## config.mk

```make
export PLATFORM = sky130hd
export DESIGN_NAME = reset_release_seq
export DESIGN_NICKNAME = d
export VERILOG_FILES = /design/src/rtl/rsq_pkg.sv /design/src/rtl/rsq_pin_sync.sv /design/src/rtl/rsq_delay_counter.sv /design/src/rtl/rsq_cause_reg.sv /design/src/rtl/reset_release_seq.sv
export SDC_FILE = /design/constraint.sdc
export NUM_CORES = 1
export LEC_CHECK = 0
export BUFFER_PORTS_ARGS = -buffer_cell sky130_fd_sc_hd__buf_2
export CORE_AREA = 2 2 65 67
export DETAILED_ROUTE_END_ITERATION = 10
export DIE_AREA = 0 0 67 69
export GPL_TIMING_DRIVEN = 0
export PLACE_DENSITY = 0.5
export SYNTH_ARGS = -nofsm -noshare
export SYNTH_HDL_FRONTEND = slang
export SYNTH_SLANG_ARGS = --single-unit
```

## constraint.sdc

```tcl
create_clock -name clk_i -period 3.1 [get_ports clk_i]
set_input_delay 0.465 -clock clk_i [delete_from_list [all_inputs] [get_ports clk_i]]
set_output_delay 0.465 -clock clk_i [all_outputs]
set_load 0.02 [all_outputs]
```

## src/rtl/rsq_pkg.sv

```systemverilog
package rsq_pkg;

  localparam int CAUSE_W = 4;
  localparam int CB_POR  = 0;
  localparam int CB_WDT  = 1;
  localparam int CB_EXT  = 2;
  localparam int CB_SW   = 3;

  typedef enum logic [1:0] {
    ST_PWR_WAIT = 2'd0,
    ST_RUN      = 2'd1,
    ST_INT_HOLD = 2'd2,
    ST_EXT_HOLD = 2'd3
  } seq_state_e;

  // Assemble a cause vector from individual source flags.
  function automatic logic [CAUSE_W-1:0] cause_vec(input logic por, input logic wdt,
                                                   input logic ext, input logic sw);
    logic [CAUSE_W-1:0] v;
    v         = '0;
    v[CB_POR] = por;
    v[CB_WDT] = wdt;
    v[CB_EXT] = ext;
    v[CB_SW]  = sw;
    return v;
  endfunction

  // Counter width able to hold the largest terminal value.
  function automatic int count_width(input int a, input int b);
    int m;
    m = (a > b) ? a : b;
    return (m > 1) ? $clog2(m) : 1;
  endfunction

endpackage

```

## src/rtl/rsq_pin_sync.sv

```systemverilog
module rsq_pin_sync #(
  parameter int  STAGES   = 2,
  parameter logic IDLE_VAL = 1'b1
) (
  input  logic clk_i,
  input  logic rst_ni,
  input  logic pin_i,
  output logic pin_o
);

  logic [STAGES-1:0] chain_q;

  always_ff @(posedge clk_i or negedge rst_ni) begin
    if (!rst_ni) begin
      chain_q <= {STAGES{IDLE_VAL}};
    end else begin
      chain_q <= {chain_q[STAGES-2:0], pin_i};
    end
  end

  assign pin_o = chain_q[STAGES-1];

endmodule

```

## src/rtl/rsq_delay_counter.sv

```systemverilog
module rsq_delay_counter #(
  parameter int CW = 16
) (
  input  logic          clk_i,
  input  logic          rst_ni,
  input  logic          clear_i,
  input  logic          en_i,
  input  logic [CW-1:0] term_i,
  output logic          done_o
);

  logic [CW-1:0] cnt_q;

  always_ff @(posedge clk_i or negedge rst_ni) begin
    if (!rst_ni) begin
      cnt_q <= '0;
    end else if (clear_i) begin
      cnt_q <= '0;
    end else if (en_i) begin
      cnt_q <= cnt_q + 1'b1;
    end
  end

  assign done_o = en_i && (cnt_q == term_i);

  AST_CNT_IN_RANGE: assert property (@(posedge clk_i) disable iff (!rst_ni)
    en_i |-> (cnt_q <= term_i));

endmodule

```

## src/rtl/rsq_cause_reg.sv

```systemverilog
module rsq_cause_reg
  import rsq_pkg::*;
(
  input  logic               clk_i,
  input  logic               rst_ni,
  input  logic               capture_i,
  input  logic [CAUSE_W-1:0] src_i,
  output logic [CAUSE_W-1:0] cause_o
);

  always_ff @(posedge clk_i or negedge rst_ni) begin
    if (!rst_ni) begin
      cause_o <= cause_vec(1'b1, 1'b0, 1'b0, 1'b0);
    end else if (capture_i) begin
      cause_o <= src_i;
    end
  end

  AST_CAUSE_HELD: assert property (@(posedge clk_i) disable iff (!rst_ni)
    !capture_i |=> $stable(cause_o));

  AST_CAUSE_NONEMPTY: assert property (@(posedge clk_i) disable iff (!rst_ni)
    cause_o != '0);

endmodule

```

## src/rtl/reset_release_seq.sv

```systemverilog
module reset_release_seq
  import rsq_pkg::*;
#(
  parameter int              POR_CYCLES  = 65536,
  parameter int              HOLD_CYCLES = 16,
  parameter int              PC_W        = 16,
  parameter logic [PC_W-1:0] RESET_PC    = 'h8000
) (
  input  logic               clk_i,
  input  logic               supply_ok_i,
  input  logic               wdt_rst_i,
  input  logic               ext_rst_n_i,
  input  logic               sw_rst_i,
  output logic               core_rst_o,
  output logic               fll_en_o,
  output logic [CAUSE_W-1:0] cause_o,
  output logic               pc_load_o,
  output logic [PC_W-1:0]    start_pc_o
);

  localparam int            CW       = count_width(POR_CYCLES, HOLD_CYCLES);
  localparam logic [CW-1:0] POR_TERM = CW'(POR_CYCLES - 1);
  localparam logic [CW-1:0] HLD_TERM = CW'(HOLD_CYCLES - 1);

  seq_state_e state_q, state_d;
  logic       fll_q, load_q;

  // Named internal events
  logic       ext_pin_sync;
  logic       ext_req;
  logic       int_req;
  logic       run_trip;
  logic       cnt_done;
  logic       cnt_en;
  logic       cnt_clear;
  logic       release_evt;
  logic [CW-1:0] cnt_term;

  rsq_pin_sync #(.STAGES(2), .IDLE_VAL(1'b1)) u_pin_sync (
    .clk_i  (clk_i),
    .rst_ni (supply_ok_i),
    .pin_i  (ext_rst_n_i),
    .pin_o  (ext_pin_sync)
  );

  assign ext_req  = !ext_pin_sync;
  assign int_req  = wdt_rst_i | sw_rst_i;
  assign run_trip = (state_q == ST_RUN) && (int_req || ext_req);

  assign cnt_en    = (state_q == ST_PWR_WAIT) || (state_q == ST_INT_HOLD);
  assign cnt_clear = (state_q == ST_RUN) || (state_q == ST_EXT_HOLD);
  assign cnt_term  = (state_q == ST_PWR_WAIT) ? POR_TERM : HLD_TERM;

  rsq_delay_counter #(.CW(CW)) u_delay (
    .clk_i   (clk_i),
    .rst_ni  (supply_ok_i),
    .clear_i (cnt_clear),
    .en_i    (cnt_en),
    .term_i  (cnt_term),
    .done_o  (cnt_done)
  );

  rsq_cause_reg u_cause (
    .clk_i     (clk_i),
    .rst_ni    (supply_ok_i),
    .capture_i (run_trip),
    .src_i     (cause_vec(1'b0, wdt_rst_i, ext_req, sw_rst_i)),
    .cause_o   (cause_o)
  );

  always_comb begin
    state_d = state_q;
    unique case (state_q)
      ST_PWR_WAIT: if (cnt_done) state_d = ext_req ? ST_EXT_HOLD : ST_RUN;
      ST_RUN: begin
        if (int_req)      state_d = ST_INT_HOLD;
        else if (ext_req) state_d = ST_EXT_HOLD;
      end
      ST_INT_HOLD: if (cnt_done) state_d = ext_req ? ST_EXT_HOLD : ST_RUN;
      ST_EXT_HOLD: if (!ext_req) state_d = ST_RUN;
      default:     state_d = ST_PWR_WAIT;
    endcase
  end

  assign release_evt = (state_q != ST_RUN) && (state_d == ST_RUN);

  always_ff @(posedge clk_i or negedge supply_ok_i) begin
    if (!supply_ok_i) begin
      state_q <= ST_PWR_WAIT;
      fll_q   <= 1'b0;
      load_q  <= 1'b0;
    end else begin
      state_q <= state_d;
      fll_q   <= 1'b1;
      load_q  <= release_evt;
    end
  end

  assign core_rst_o = (state_q != ST_RUN);
  assign fll_en_o   = fll_q;
  assign pc_load_o  = load_q;
  assign start_pc_o = RESET_PC;

  AST_RUN_NEEDS_FLL: assert property (@(posedge clk_i) disable iff (!supply_ok_i)
    !core_rst_o |-> fll_en_o);

  AST_PC_LOAD_AT_RELEASE: assert property (@(posedge clk_i) disable iff (!supply_ok_i)
    $fell(core_rst_o) |-> pc_load_o);

  AST_PC_LOAD_SINGLE: assert property (@(posedge clk_i) disable iff (!supply_ok_i)
    pc_load_o |=> !pc_load_o);

  AST_TRIP_ASSERTS_RST: assert property (@(posedge clk_i) disable iff (!supply_ok_i)
    run_trip |=> core_rst_o);

  AST_EXT_KEEPS_RST: assert property (@(posedge clk_i) disable iff (!supply_ok_i)
    (ext_req && core_rst_o) |=> core_rst_o);

  AST_POR_CAUSE_IN_WAIT: assert property (@(posedge clk_i) disable iff (!supply_ok_i)
    (state_q == ST_PWR_WAIT) |-> (cause_o == cause_vec(1'b1, 1'b0, 1'b0, 1'b0)));

endmodule

```

== Yosys cells after proc, flatten, opt, wreduce, memory -nomap -nowiden ==
Cells that the tools add are included.

* Bits in registers: 26
* Output and inout bits: 23

* Add/subtract/negate cells: 1
* Equality and inequality tests: 6
* Muxes and demuxes: 9
* Bitwise gates (word level): 1
* Reductions and logical operators: 10

{| class="wikitable"
|+ Operators with widths
! cell !! number
|-
| 16-bit 2-to-1 mux || 3
|-
| 16-bit by 1-bit adder with 16-bit output, second input constant || 1
|-
| 16-bit equality test || 1
|-
| 2-bit 2-to-1 mux || 5
|-
| 2-bit one-hot mux with 3 select lines || 1
|-
| 2-bit by 1-bit equality test with 1-bit output, second input constant || 2
|-
| 2-bit equality test, second input constant || 2
|-
| 1-bit logical AND || 3
|-
| 1-bit logical OR || 3
|-
| 2-bit logical NOT || 1
|-
| 2-bit by 1-bit != test with 1-bit output, second input constant || 1
|-
| 2-bit nonzero test || 1
|-
| 2-bit OR reduction || 1
|-
| 1-bit logical NOT || 1
|-
| 1-bit bitwise OR || 1
|}

== Longest topological paths before layout ==
Gate-level depths: netlist of run 1.

* Depth after elaboration: 8
* Depth in mapped cells: 5
* Mapped depth without buffers: 5

== Modules after synthesis ==
A second synthesis of run 1 with hierarchy kept.

* Cell total of the unflattened synthesis: 151
* Area total of the unflattened synthesis: 1502.7 um^2

{| class="wikitable"
|+ Modules (own cells, without submodules)
! module !! instances !! cells each !! area each (um^2) !! seq. area each (um^2)
|-
| rsq_delay_counter || 1 || 103 || 994.7 || 400.4
|-
| reset_release_seq || 1 || 38 || 309.0 || 100.1
|-
| rsq_cause_reg || 1 || 8 || 146.4 || 101.3
|-
| rsq_pin_sync || 1 || 2 || 52.6 || 52.6
|}

== Least setup slack after synthesis of run 1 ==
OpenSTA, ideal clock, no wires.

* Path kind: reg2reg
* From: register u_delay.cnt_q[4]
* To: register load_q (netlist: pc_load_o)
* Data arrival time: 1427 ps
* Setup slack: 1581 ps
* Cell stages (with the launch flop): 6
* Path buffers: 1
* Period minus slack after synthesis: 1519 ps
* Cell sequence: dfrtp_1 > buf_6 > or4_4 > nor3_2 > o211ai_2 > o31ai_2

* Cells in the longest elaborated chain, start to end: 6

{| class="wikitable"
|+ RTL lines
! element !! RTL line !! source
|-
| start: declaration || rsq_delay_counter.sv:12 || <nowiki>logic [CW-1:0] cnt_q;</nowiki>
|-
| start signal: assignment || rsq_delay_counter.sv:20 || <nowiki>cnt_q <= cnt_q + 1'b1;</nowiki>
|-
| 16-bit equality test || rsq_delay_counter.sv:24 || <nowiki>assign done_o = en_i && (cnt_q == term_i);</nowiki>
|-
| 1-bit logical AND || rsq_delay_counter.sv:24 ||
|-
| 2-bit 2-to-1 mux || reset_release_seq.sv:74, reset_release_seq.sv:79 ||
|-
| 2-bit one-hot mux with 3 select lines || reset_release_seq.sv:73 || <nowiki>unique case (state_q)</nowiki>
|-
| 2-bit by 1-bit equality test with 1-bit output || reset_release_seq.sv:85 || <nowiki>assign release_evt = (state_q != ST_RUN) && (state_d == ST_RUN);</nowiki>
|-
| 1-bit logical AND || reset_release_seq.sv:85 ||
|-
| net release_evt || reset_release_seq.sv:36 || <nowiki>logic release_evt;</nowiki>
|-
| end signal: assignment || reset_release_seq.sv:95 || <nowiki>load_q <= release_evt;</nowiki>
|-
| end: declaration || reset_release_seq.sv:26 || <nowiki>logic fll_q, load_q;</nowiki>
|}

The timed path passes the listed nets, and every way through them passes these cells.
A chain may end at the register's enable or synchronous reset.

== Worst setup path in the final report of run 1 ==
* From: register state_q[0]
* To: output core_rst_o

* Cells in the longest elaborated chain, start to end: 1

{| class="wikitable"
|+ RTL lines
! element !! RTL line !! source
|-
| start: declaration || reset_release_seq.sv:25 || <nowiki>seq_state_e state_q, state_d;</nowiki>
|-
| start signal: assignment || reset_release_seq.sv:93 || <nowiki>state_q <= state_d;</nowiki>
|-
| 2-bit by 1-bit != test with 1-bit output || reset_release_seq.sv:99 || <nowiki>assign core_rst_o = (state_q != ST_RUN);</nowiki>
|-
| end: declaration || reset_release_seq.sv:14 || <nowiki>output logic core_rst_o,</nowiki>
|}

No other way between the ends.

==> results of run 1 <==
-- kinds of logic (layout without fill, tap and decap cells) --
logic type      count (synthesis)  count (layout)  share of synthesized area (%)
buf+inv                        23              38                           11.6
other cells                     2              17                          0.564
flops                          26              26                           49.1
xor+xnor                       13              13                           8.54
simple gates                   46              46                           19.6
fa+ha+maj                       1               1                          0.939
compound gates                 15              15                           7.32
mux                             3               3                           2.25
-- cells in the mapped netlist, drive strengths merged --
cell type,count
dfrtp,23
buf,18
nor2,16
xor2,11
o21ai,8
nand4,7
and4,5
nand3,5
a21oi,3
clkbuf,3
dfstp,3
mux2i,3
nor2b,3
or4,3
a22o,2
and3,2
conb,2
inv,2
nand2,2
xnor2,2
and2,1
ha,1
nor3,1
o211ai,1
o31ai,1
or3,1
-- layout make-up --
type	instances	area, µm²	area share [%]
multi-input cells	95	579	36.7
flip-flops and latches	26	654	41.5
plain buffers	21	148	9.36
inverters	2	7.51	0.476
clock buffers	3	41.3	2.62
clock inverters	1	30.0	1.90
repair buffers	11	55.1	3.49
well taps	50	62.6	3.97
-- final timing paths --
path                                  startpoint                    end  slack, ns  depth (start not counted)
max                                   state_q[0]             core_rst_o       1.17                          4
max in group asynchronous            supply_ok_i       u_delay.cnt_q[3]       2.55                          1
min in group clk_i                   ext_rst_n_i  u_pin_sync.chain_q[0]       0.28                          1
min                                  supply_ok_i      u_delay.cnt_q[15]       0.17                          1
max reg2reg                     u_delay.cnt_q[4]              pc_load_o       1.51                          5
min reg2reg                u_pin_sync.chain_q[0]  u_pin_sync.chain_q[1]       0.36                          0
-- where the power goes --
| group | internal, µW | switching (µW) |
|---|---|---|
| logic | 156 | 203 |
| clock network | 173 | 110 |
| registers | 420 | 66.5 |
| total | 748 | 380 |
-- sequential cells by signal, summed over array words and instances (netlist names) --
register            count
u_delay.cnt_q          16
u_cause.cause_o         4
state_q                 2
u_pin_sync.chain_q      2
fll_en_o                1
pc_load_o               1
-- metal layers --
metal  track usage (%)  vias up
met2              18.2       16
met5                 0        -
met4              4.08        0
li1                  -      470
met3              2.45        4
met1              15.8      448
-- critical path, delay by kind of cell (launching register included) --
family | cells | cell delay, ns
flops | 1 | 0.34
buf+inv | 3 | 0.54
simple gates | 1 | 0.33
-- through the flow --
step                setup slack [ns]  hold WS [ns]  util [%]  std cells
CTS                             1.13         0.197      40.3        209
global route                   0.949         0.208      40.3        209
floorplan                       1.58         0.169         -        144
detailed placement              1.45         0.349      38.5        205
global placement                1.49         0.349      38.5        205
finish                          1.17         0.174      40.3        209
==> flow_summary_export.csv, run 1 <==
group,metric,value,unit
logic_synthesis,synthTopCellsByArea,"dfrtp_1, buf_4, xor2_1",
route,wl_met1,1060,µm
place,portBuffers,11,
place,place_congestion,0.758,
route,wl_met2,1120,µm
logic_synthesis,syn_avg_cell_area,10.3,µm²
route,drcViolationCount,0,
cells_and_area,final_cell_mix,"dfrtp_1, conb_1, nor2_1, buf_4, buf_2",
floorplan,num_io_pins,28,
cts,cts_root_buffer,"clkbuf_8",
critical_path,critPathLaunchType,"flop",
power_and_ir_drop,p_total,1130,µW
cells_and_area,num_antenna_cells,0,
timing,rsz0062_at_grt,"no",
cts,numCtsBuffers,3,
status,status,"completed",
logic_synthesis,netlist_area,0.00133,mm²
global_route,antenna_found_initial,0,
cts,cts_resized,0,
timing,period_needed,1.93,ns
logic_synthesis,seq_area_frac_synth,49.1,%
logic_synthesis,yosysTopAreaCellShare,43.2,%
global_route,grt_max_degree,27,
critical_path,critical_path_arrival,1.47,ns
critical_path,crit_chain,"clkbuf_1 -> nor2b_1 -> inv_1 -> buf_2",
timing,slew_headroom,62.2,%
route,dr.max_layer_used,"met4",
logic_synthesis,synth_cells,129,
cts,cts_buffer_depth,2,
cells_and_area,area_delta_synth_final,18.4,%
route,drtIter0Drc,39,
floorplan,die-width,67,µm
timing,min_period_over_period,62.3,%
logic_synthesis,yosysUniqueCellTypes,31,
route,num_vias,938,
timing,skew,0.00620,ns
floorplan,core,0.00391,mm²
floorplan,fp.dieH,69,µm
floorplan,core.rowCount,23,
route,drt_first_pass_iters,4,
timing,tightest_slew,0.566,ns
critical_path,crit_path_max_incr_delay,0.34,ns
global_route,grt_overflow,0,
global_route,grt_pass1_wl,4220,µm
route,wl_per_cell,11.0,µm
critical_path,endpoint_kind,"output pin",
cells_and_area,drive_gt1_share,25.8,%
cells_and_area,design_area,0.00158,mm²
global_route,track_usage,11.6,%
critical_path,required,2.63,ns
cts,tritoncts,"done",
power_and_ir_drop,ir_drop,0.345,mV
timing,finalHoldViolations,0,
route,wl_met3,90,µm
cts,clkLatencyLatePin,0.27,ns
floorplan,initial_core_util,34.0,%
flow_run,max-cap-violations,0,
cells_and_area,final_common_cell,"dfrtp_1",
cells_and_area,finalNetCount,166,
power_and_ir_drop,power_density,715,mW/mm²
route,drtAntennaViolNets,0,
global_route,grt_pass1_vias,912,
logic_synthesis,yosysWarningCount,0,
logic_synthesis,synth-seq-cells,26,
place,hpwl,1720,µm
timing,slew_violations,0,
cts,clkSinkCount,26,
cells_and_area,nFillCells,423,
power_and_ir_drop,leakage,0.000788,µW
floorplan,fp.dieArea,0.00462,mm²
min_path,worstHoldPathType,"in2async",
place,place_area,0.00151,mm²
logic_synthesis,yosysTopAreaCell,"dfrtp_1",
critical_path,critical_path_class,"reg2out",
cts,cts_hold_buf,0,
route,vias_per_cell,4.49,
cts,htreeDepth,1,
cts,post-cts-setup-buffer-count,0,
timing,setup_viol,0,
cts,path_clk_slew,0.09,ns
timing,setup_tns,0,ns
timing,max_freq,518,MHz
route,routed_wl,2300,µm
critical_path,crit_path_max_fanout,6,
critical_path,cp_slowest_cell,"dfrtp_1",
No activity file was read; power rests on OpenSTA's default activity.
==> run 2: changes to the inputs <==
ABC_AREA = 1   (was unset)
CORE_AREA = 2 2 66 68   (was 2 2 65 67)
DIE_AREA = 0 0 68 70   (was 0 0 67 69)
clock period = 2 ns   (was 3.1 ns; I/O delays follow)
==> run 2 against run 1 <==
  * Hold slack worse by 0.17 ns
  * Count of clock-buffer cells in the layout unchanged
  * Synthesized cell count up 22%
  * Register-to-register slack lost 1.1 ns
  * Synthesized area increased by 4.1%
  * Via count up 8.0%
  * Largest cell class unchanged
==> flow_summary_export.csv, run 2 <==
group,metric,value,unit
cells_and_area,largestRegisters,"u_delay.cnt_q (16), u_cause.cause_o (4)",
timing,min_period_over_period,86.1,%
cts,htreeDepth,1,
timing,setup_ws,0.277,ns
critical_path,cp_top_family,"buffers and inverters",
global_route,grt_max_degree,27,
logic_synthesis,async_flop_share,100,%
cts,cts_hold_buf,0,
logic_synthesis,synth_edf_count,0,
route,routed_wl,2330,µm
cts,cts_resized,0,
logic_synthesis,synthFlopType,"dfrtp_1",
critical_path,timing.rr.end,"u_delay.cnt_q[14]",
global_route,grt_overflow,0,
logic_synthesis,yosysUniqueCellTypes,30,
cells_and_area,final_common_cell,"dfrtp_1",
logic_synthesis,yosysTopAreaCell,"dfrtp_1",
place,place_congestion,0.772,
logic_synthesis,synth_cells,157,
route,drtAntennaViolNets,0,
power_and_ir_drop,ir_drop,0.411,mV
logic_synthesis,synthTopCellsByArea,"dfrtp_1, buf_4, dfstp_2",
timing,finalHoldViolations,0,
logic_synthesis,netlist_area,0.00139,mm²
cts,path_clk_slew,0.09,ns
critical_path,crit_chain,"buf_6 -> inv_4 -> nor2_1 -> inv_1 -> buf_2",
critical_path,timing.rr.start,"u_delay.cnt_q[0]",
timing,setup_tns,0,ns
min_path,worstHoldPathType,"in2async",
global_route,antenna_found_initial,0,
timing,setup_viol,0,
timing,period_needed,1.72,ns
route,num_vias,1013,
cells_and_area,utilization,39.5,%
cts,cts_buffer_depth,2,
timing,tightest_slew,0.565,ns
critical_path,reg2regPathDepth,7,
floorplan,fp.dieArea,0.00476,mm²
route,drt_first_pass_iters,4,
critical_path,startpoint,"state_q[0]",
status,status,"completed",
place,hpwl,1740,µm
critical_path,crit_path_max_fanout,10,
floorplan,initial_core_util,33.5,%
floorplan,num_io_pins,28,
critical_path,critPathLaunchType,"flop",
timing,slew_violations,0,
logic_synthesis,synth-seq-cells,26,
cells_and_area,num_antenna_cells,0,
route,vias_per_cell,4.24,
floorplan,core,0.00414,mm²
cells_and_area,area_delta_synth_final,17.9,%
flow_run,max-cap-violations,0,
cells_and_area,drive_gt1_share,32.1,%
cells_and_area,layout.area.seq,654,µm²
cells_and_area,multi_input_area,596,µm²
cells_and_area,largest_register,"u_delay.cnt_q",
critical_path,critical_path_class,"reg2out",
route,wl_per_cell,9.73,µm
critical_path,crit_end,"core_rst_o",
logic_synthesis,synthTopCellsByCount,"dfrtp_1, nand2_1, nor2_1, buf_4",
route,drcViolationCount,0,
timing,max_freq,580,MHz
cells_and_area,largest_reg_flops,16,
global_route,grt_pass1_vias,991,
route,drtIter0Drc,14,
logic_synthesis,syn_avg_cell_area,8.84,µm²
floorplan,die-width,68,µm
critical_path,cp_slowest_cell,"dfrtp_1",
cts,tritoncts,"done",
critical_path,crit_buf_inv,4,
critical_path,cp.depth,5,
cts,cts_root_buffer,"clkbuf_8",
timing,skew,0.00757,ns
logic_synthesis,synth.most_common_cell,"dfrtp_1",
power_and_ir_drop,leakage,0.000819,µW
place,preCtsSetupSlack,0.454,ns
critical_path,r2r_slack,0.42,ns
critical_path,endpoint_kind,"output pin",
cells_and_area,final_cell_mix,"dfrtp_1, nor2_1, nand2_1",
timing,slew_headroom,62.3,%
cells_and_area,finalNetCount,194,
power_and_ir_drop,power_density,1020,mW/mm²
critical_path,critical_path_arrival,1.42,ns
place,portBuffers,11,
cells_and_area,nFillCells,419,
cts,post-cts-setup-buffer-count,0,
floorplan,fp.dieH,70,µm
cts,clkSinkCount,26,
logic_synthesis,seq_area_frac_synth,47.2,%
floorplan,core.rowCount,24,
critical_path,crit_path_max_incr_delay,0.35,ns
logic_synthesis,yosysTopAreaCellShare,41.5,%
global_route,grt_pass1_wl,4260,µm
timing,rsz0062_at_grt,"no",
logic_synthesis,yosysWarningCount,0,
cts,numCtsBuffers,3,
critical_path,required,1.70,ns
global_route,track_usage,11.6,%
cts,clkLatencyLatePin,0.27,ns
==> run 2: area by class of cell <==
| class | count | area share (%) |
|---|---|---|
| Timing Repair Buffer | 11 | 3.37 |
| Multi-Input combinational cell | 114 | 36.4 |
| Clock inverter | 1 | 1.84 |
| Sequential cell | 26 | 40.0 |
| Clock buffer | 3 | 2.52 |
| Tap cell | 52 | 3.98 |
| Inverter | 14 | 3.37 |
| Buffer | 18 | 8.49 |
==> run 2: stage by stage <==
stage | cells | total power [µW] | cell area (µm²) | hold slack (ns)
after floorplan | 172 | 1130 | 1440 | 0.00441
after global placement | 235 | 1250 | 1560 | 0.323
after detailed placement | 235 | 1260 | 1560 | 0.333
after CTS | 239 | 1700 | 1640 | 0.0283
after global routing | 239 | 1810 | 1640 | 0.0517
final | 239 | 1670 | 1640 | 0.00697
==> run 2: kinds of logic after synthesis <==
family / synth area share (%)
and+or+nand+nor: 26.1
AOI/OAI and AO/OA: 10.6
xor gates and xnor gates: 0.631
adders and majority gates: 0.902
DFF: 47.2
other: 0.541
buffers and inverters: 14.0
==> run 2: how the worst min path moves through the flow <==
| stage | slack (ns) | cells after the start | endpoint |
|---|---|---|---|
| after floorplan | 0.004 | 0 | fll_en_o |
| after global placement | 0.32 | 1 | u_delay.cnt_q[1] |
| after detailed placement | 0.33 | 1 | u_delay.cnt_q[2] |
| after CTS | 0.03 | 1 | u_delay.cnt_q[2] |
| after global routing | 0.05 | 1 | u_delay.cnt_q[2] |
| final | 0.007 | 1 | u_delay.cnt_q[2] |
==> run 2: routing by layer <==
layer	vias to the layer above	track usage (%)	part of all wire (%)
li1	531	-	-
met4	0	5.33	1.7
met5	-	0	0
met2	30	19.1	45
met1	448	14.6	48
met3	4	1.93	5.4
==> run 2: power breakdown <==
part / switching [µW] / internal, µW / total [µW]
registers: 75.0 / 635 / 710
clock network: 162 / 268 / 429
logic: 341 / 194 / 535
==> run 3: changes to the inputs <==
RECOVER_POWER = 25   (was unset)
==> run 3 against run 2 <==
  * Final cell count unchanged
  * First-iteration DRC count unchanged
  * Highest routed layer unchanged
  * Largest cell class unchanged
  * Sequential share of layout area about the same
  * Largest power group unchanged
  * Critical path type unchanged
  * Power about the same
  * Clock skew about the same
  * Maximum frequency unchanged
  * Sequential power about the same
  * Count of clock-buffer cells in the layout unchanged
  * Routed wire length about the same
==> flow_summary_export.csv, run 3 (synthesis gave the netlist of run 2 again) <==
group,metric,value,unit
status,status,"completed",
cts,cts_buffer_depth,2,
critical_path,critical_path_class,"reg2out",
critical_path,r2r_slack,0.42,ns
global_route,track_usage,11.6,%
cts,cts_resized,0,
place,preCtsSetupSlack,0.454,ns
route,routed_wl,2330,µm
timing,rsz0062_at_grt,"no",
cells_and_area,final_common_cell,"dfrtp_1",
critical_path,crit_path_max_incr_delay,0.35,ns
global_route,grt_max_degree,27,
critical_path,critical_path_arrival,1.42,ns
timing,max_freq,580,MHz
min_path,worstHoldPathType,"in2reg",
cts,htreeDepth,1,
min_path,min_from,"ext_rst_n_i",
min_path,min_to,"u_pin_sync.chain_q[0]",
critical_path,cp_top_family,"buffers and inverters",
route,num_vias,1013,
flow_run,max-cap-violations,0,
timing,skew,0.00766,ns
min_path,hold_path_depth,1,
timing,slew_violations,0,
timing,setup_viol,0,
floorplan,die-width,68,µm
cells_and_area,final_cell_mix,"dfrtp_1, nor2_1, nand2_1",
cts,post-cts-setup-buffer-count,0,
route,wl_per_cell,9.74,µm
global_route,grt_pass1_wl,4260,µm
cts,clkSinkCount,26,
cells_and_area,largest_register,"u_delay.cnt_q",
cells_and_area,largestRegisters,"u_delay.cnt_q (16), u_cause.cause_o (4)",
cts,path_clk_slew,0.09,ns
route,vias_per_cell,4.24,
floorplan,num_io_pins,28,
critical_path,endpoint_kind,"output pin",
global_route,grt_overflow,0,
critical_path,crit_path_max_fanout,10,
cts,cts_hold_buf,0,
critical_path,cp_slowest_cell,"dfrtp_1",
cells_and_area,largest_reg_flops,16,
route,drt_first_pass_iters,4,
critical_path,required,1.70,ns
place,place_congestion,0.772,
cells_and_area,design_area,0.00163,mm²
cells_and_area,drive_gt1_share,31.6,%
timing,min_period_over_period,86.1,%
timing,slew_headroom,9.46,%
timing,setup_ws,0.277,ns
floorplan,initial_core_util,33.5,%
cts,numCtsBuffers,3,
global_route,antenna_found_initial,0,
critical_path,critPathLaunchType,"flop",
cts,tritoncts,"done",
critical_path,startpoint,"state_q[0]",
power_and_ir_drop,ir_drop,0.411,mV
cts,clkLatencyLatePin,0.27,ns
global_route,grt_pass1_vias,991,
critical_path,crit_chain,"buf_6 -> inv_4 -> nor2_1 -> inv_1 -> buf_2",
timing,tightest_slew,1.36,ns
cells_and_area,num_antenna_cells,0,
power_and_ir_drop,power_density,1020,mW/mm²
cells_and_area,fin_cells,239,
cells_and_area,nFillCells,420,
cts,cts_root_buffer,"clkbuf_8",
timing,finalHoldViolations,0,
critical_path,timing.rr.end,"u_delay.cnt_q[14]",
critical_path,reg2regPathDepth,7,
cells_and_area,finalNetCount,194,
floorplan,fp.dieArea,0.00476,mm²
power_and_ir_drop,leakage,0.000816,µW
route,drtAntennaViolNets,0,
critical_path,timing.rr.start,"u_delay.cnt_q[0]",
place,hpwl,1740,µm
cells_and_area,area_delta_synth_final,17.8,%
floorplan,core,0.00414,mm²
floorplan,core.rowCount,24,
timing,setup_tns,0,ns
place,portBuffers,11,
place,place_area,0.00156,mm²
place,dp_cells,235,
critical_path,crit_buf_inv,4,
floorplan,fp.dieH,70,µm
route,drtIter0Drc,14,
timing,period_needed,1.72,ns
route,drcViolationCount,0,
[run 3: metal layers]
metal / share of wire, % / GRT usage, % / wire length [µm]
met5: 0 / 0 / 0
met4: 1.7 / 5.33 / 40
met3: 5.4 / 1.93 / 126
met2: 45 / 19.1 / 1050
met1: 48 / 14.6 / 1110
[run 3: per-stage QoR]
step                      util, %  power, µW  hold slack [ns]
after detailed placement     37.7       1260            0.333
after CTS                    39.5       1700           0.0283
after floorplan                 -       1130          0.00441
final                        39.4       1670            0.117
after global routing         39.4       1810            0.107
after global placement       37.7       1250            0.323
[run 3: power breakdown]
| part | internal [µW] | leakage (µW) | switching [µW] |
|---|---|---|---|
| combinational | 194 | 0.000446 | 341 |
| sequential | 635 | 0.000334 | 75.0 |
| clock | 268 | 0.0000357 | 162 |
| total | 1100 | 0.000816 | 578 |
[run 3: layout make-up]
cell class	instances	area, µm²	area share [%]
multi-input cells	114	596	36.4
plain buffers	18	139	8.50
repair buffers	11	53.8	3.29
clock buffers	3	41.3	2.53
inverters	14	55.1	3.37
clock inverters	1	30.0	1.84
flip-flops and latches	26	654	40.0
well taps	52	65.1	3.98
[run 3: worst max-delay path by stage]
stage                     depth (start not counted)  slack, ns                end
after CTS                                         5       0.25         core_rst_o
final                                             5       0.28         core_rst_o
after global routing                              5       0.16         core_rst_o
after floorplan                                   7       0.68  u_delay.cnt_q[14]
after global placement                            7       0.47  u_delay.cnt_q[14]
after detailed placement                          7       0.45  u_delay.cnt_q[14]
[run 3: worst register-to-register path: cells and delay by family (launching register included)]
kind / cells / cell delay, ns
AOI/OAI and AO/OA: 2 / 0.29
adders and majority gates: 1 / 0.18
DFF: 1 / 0.40
and+or+nand+nor: 4 / 0.62
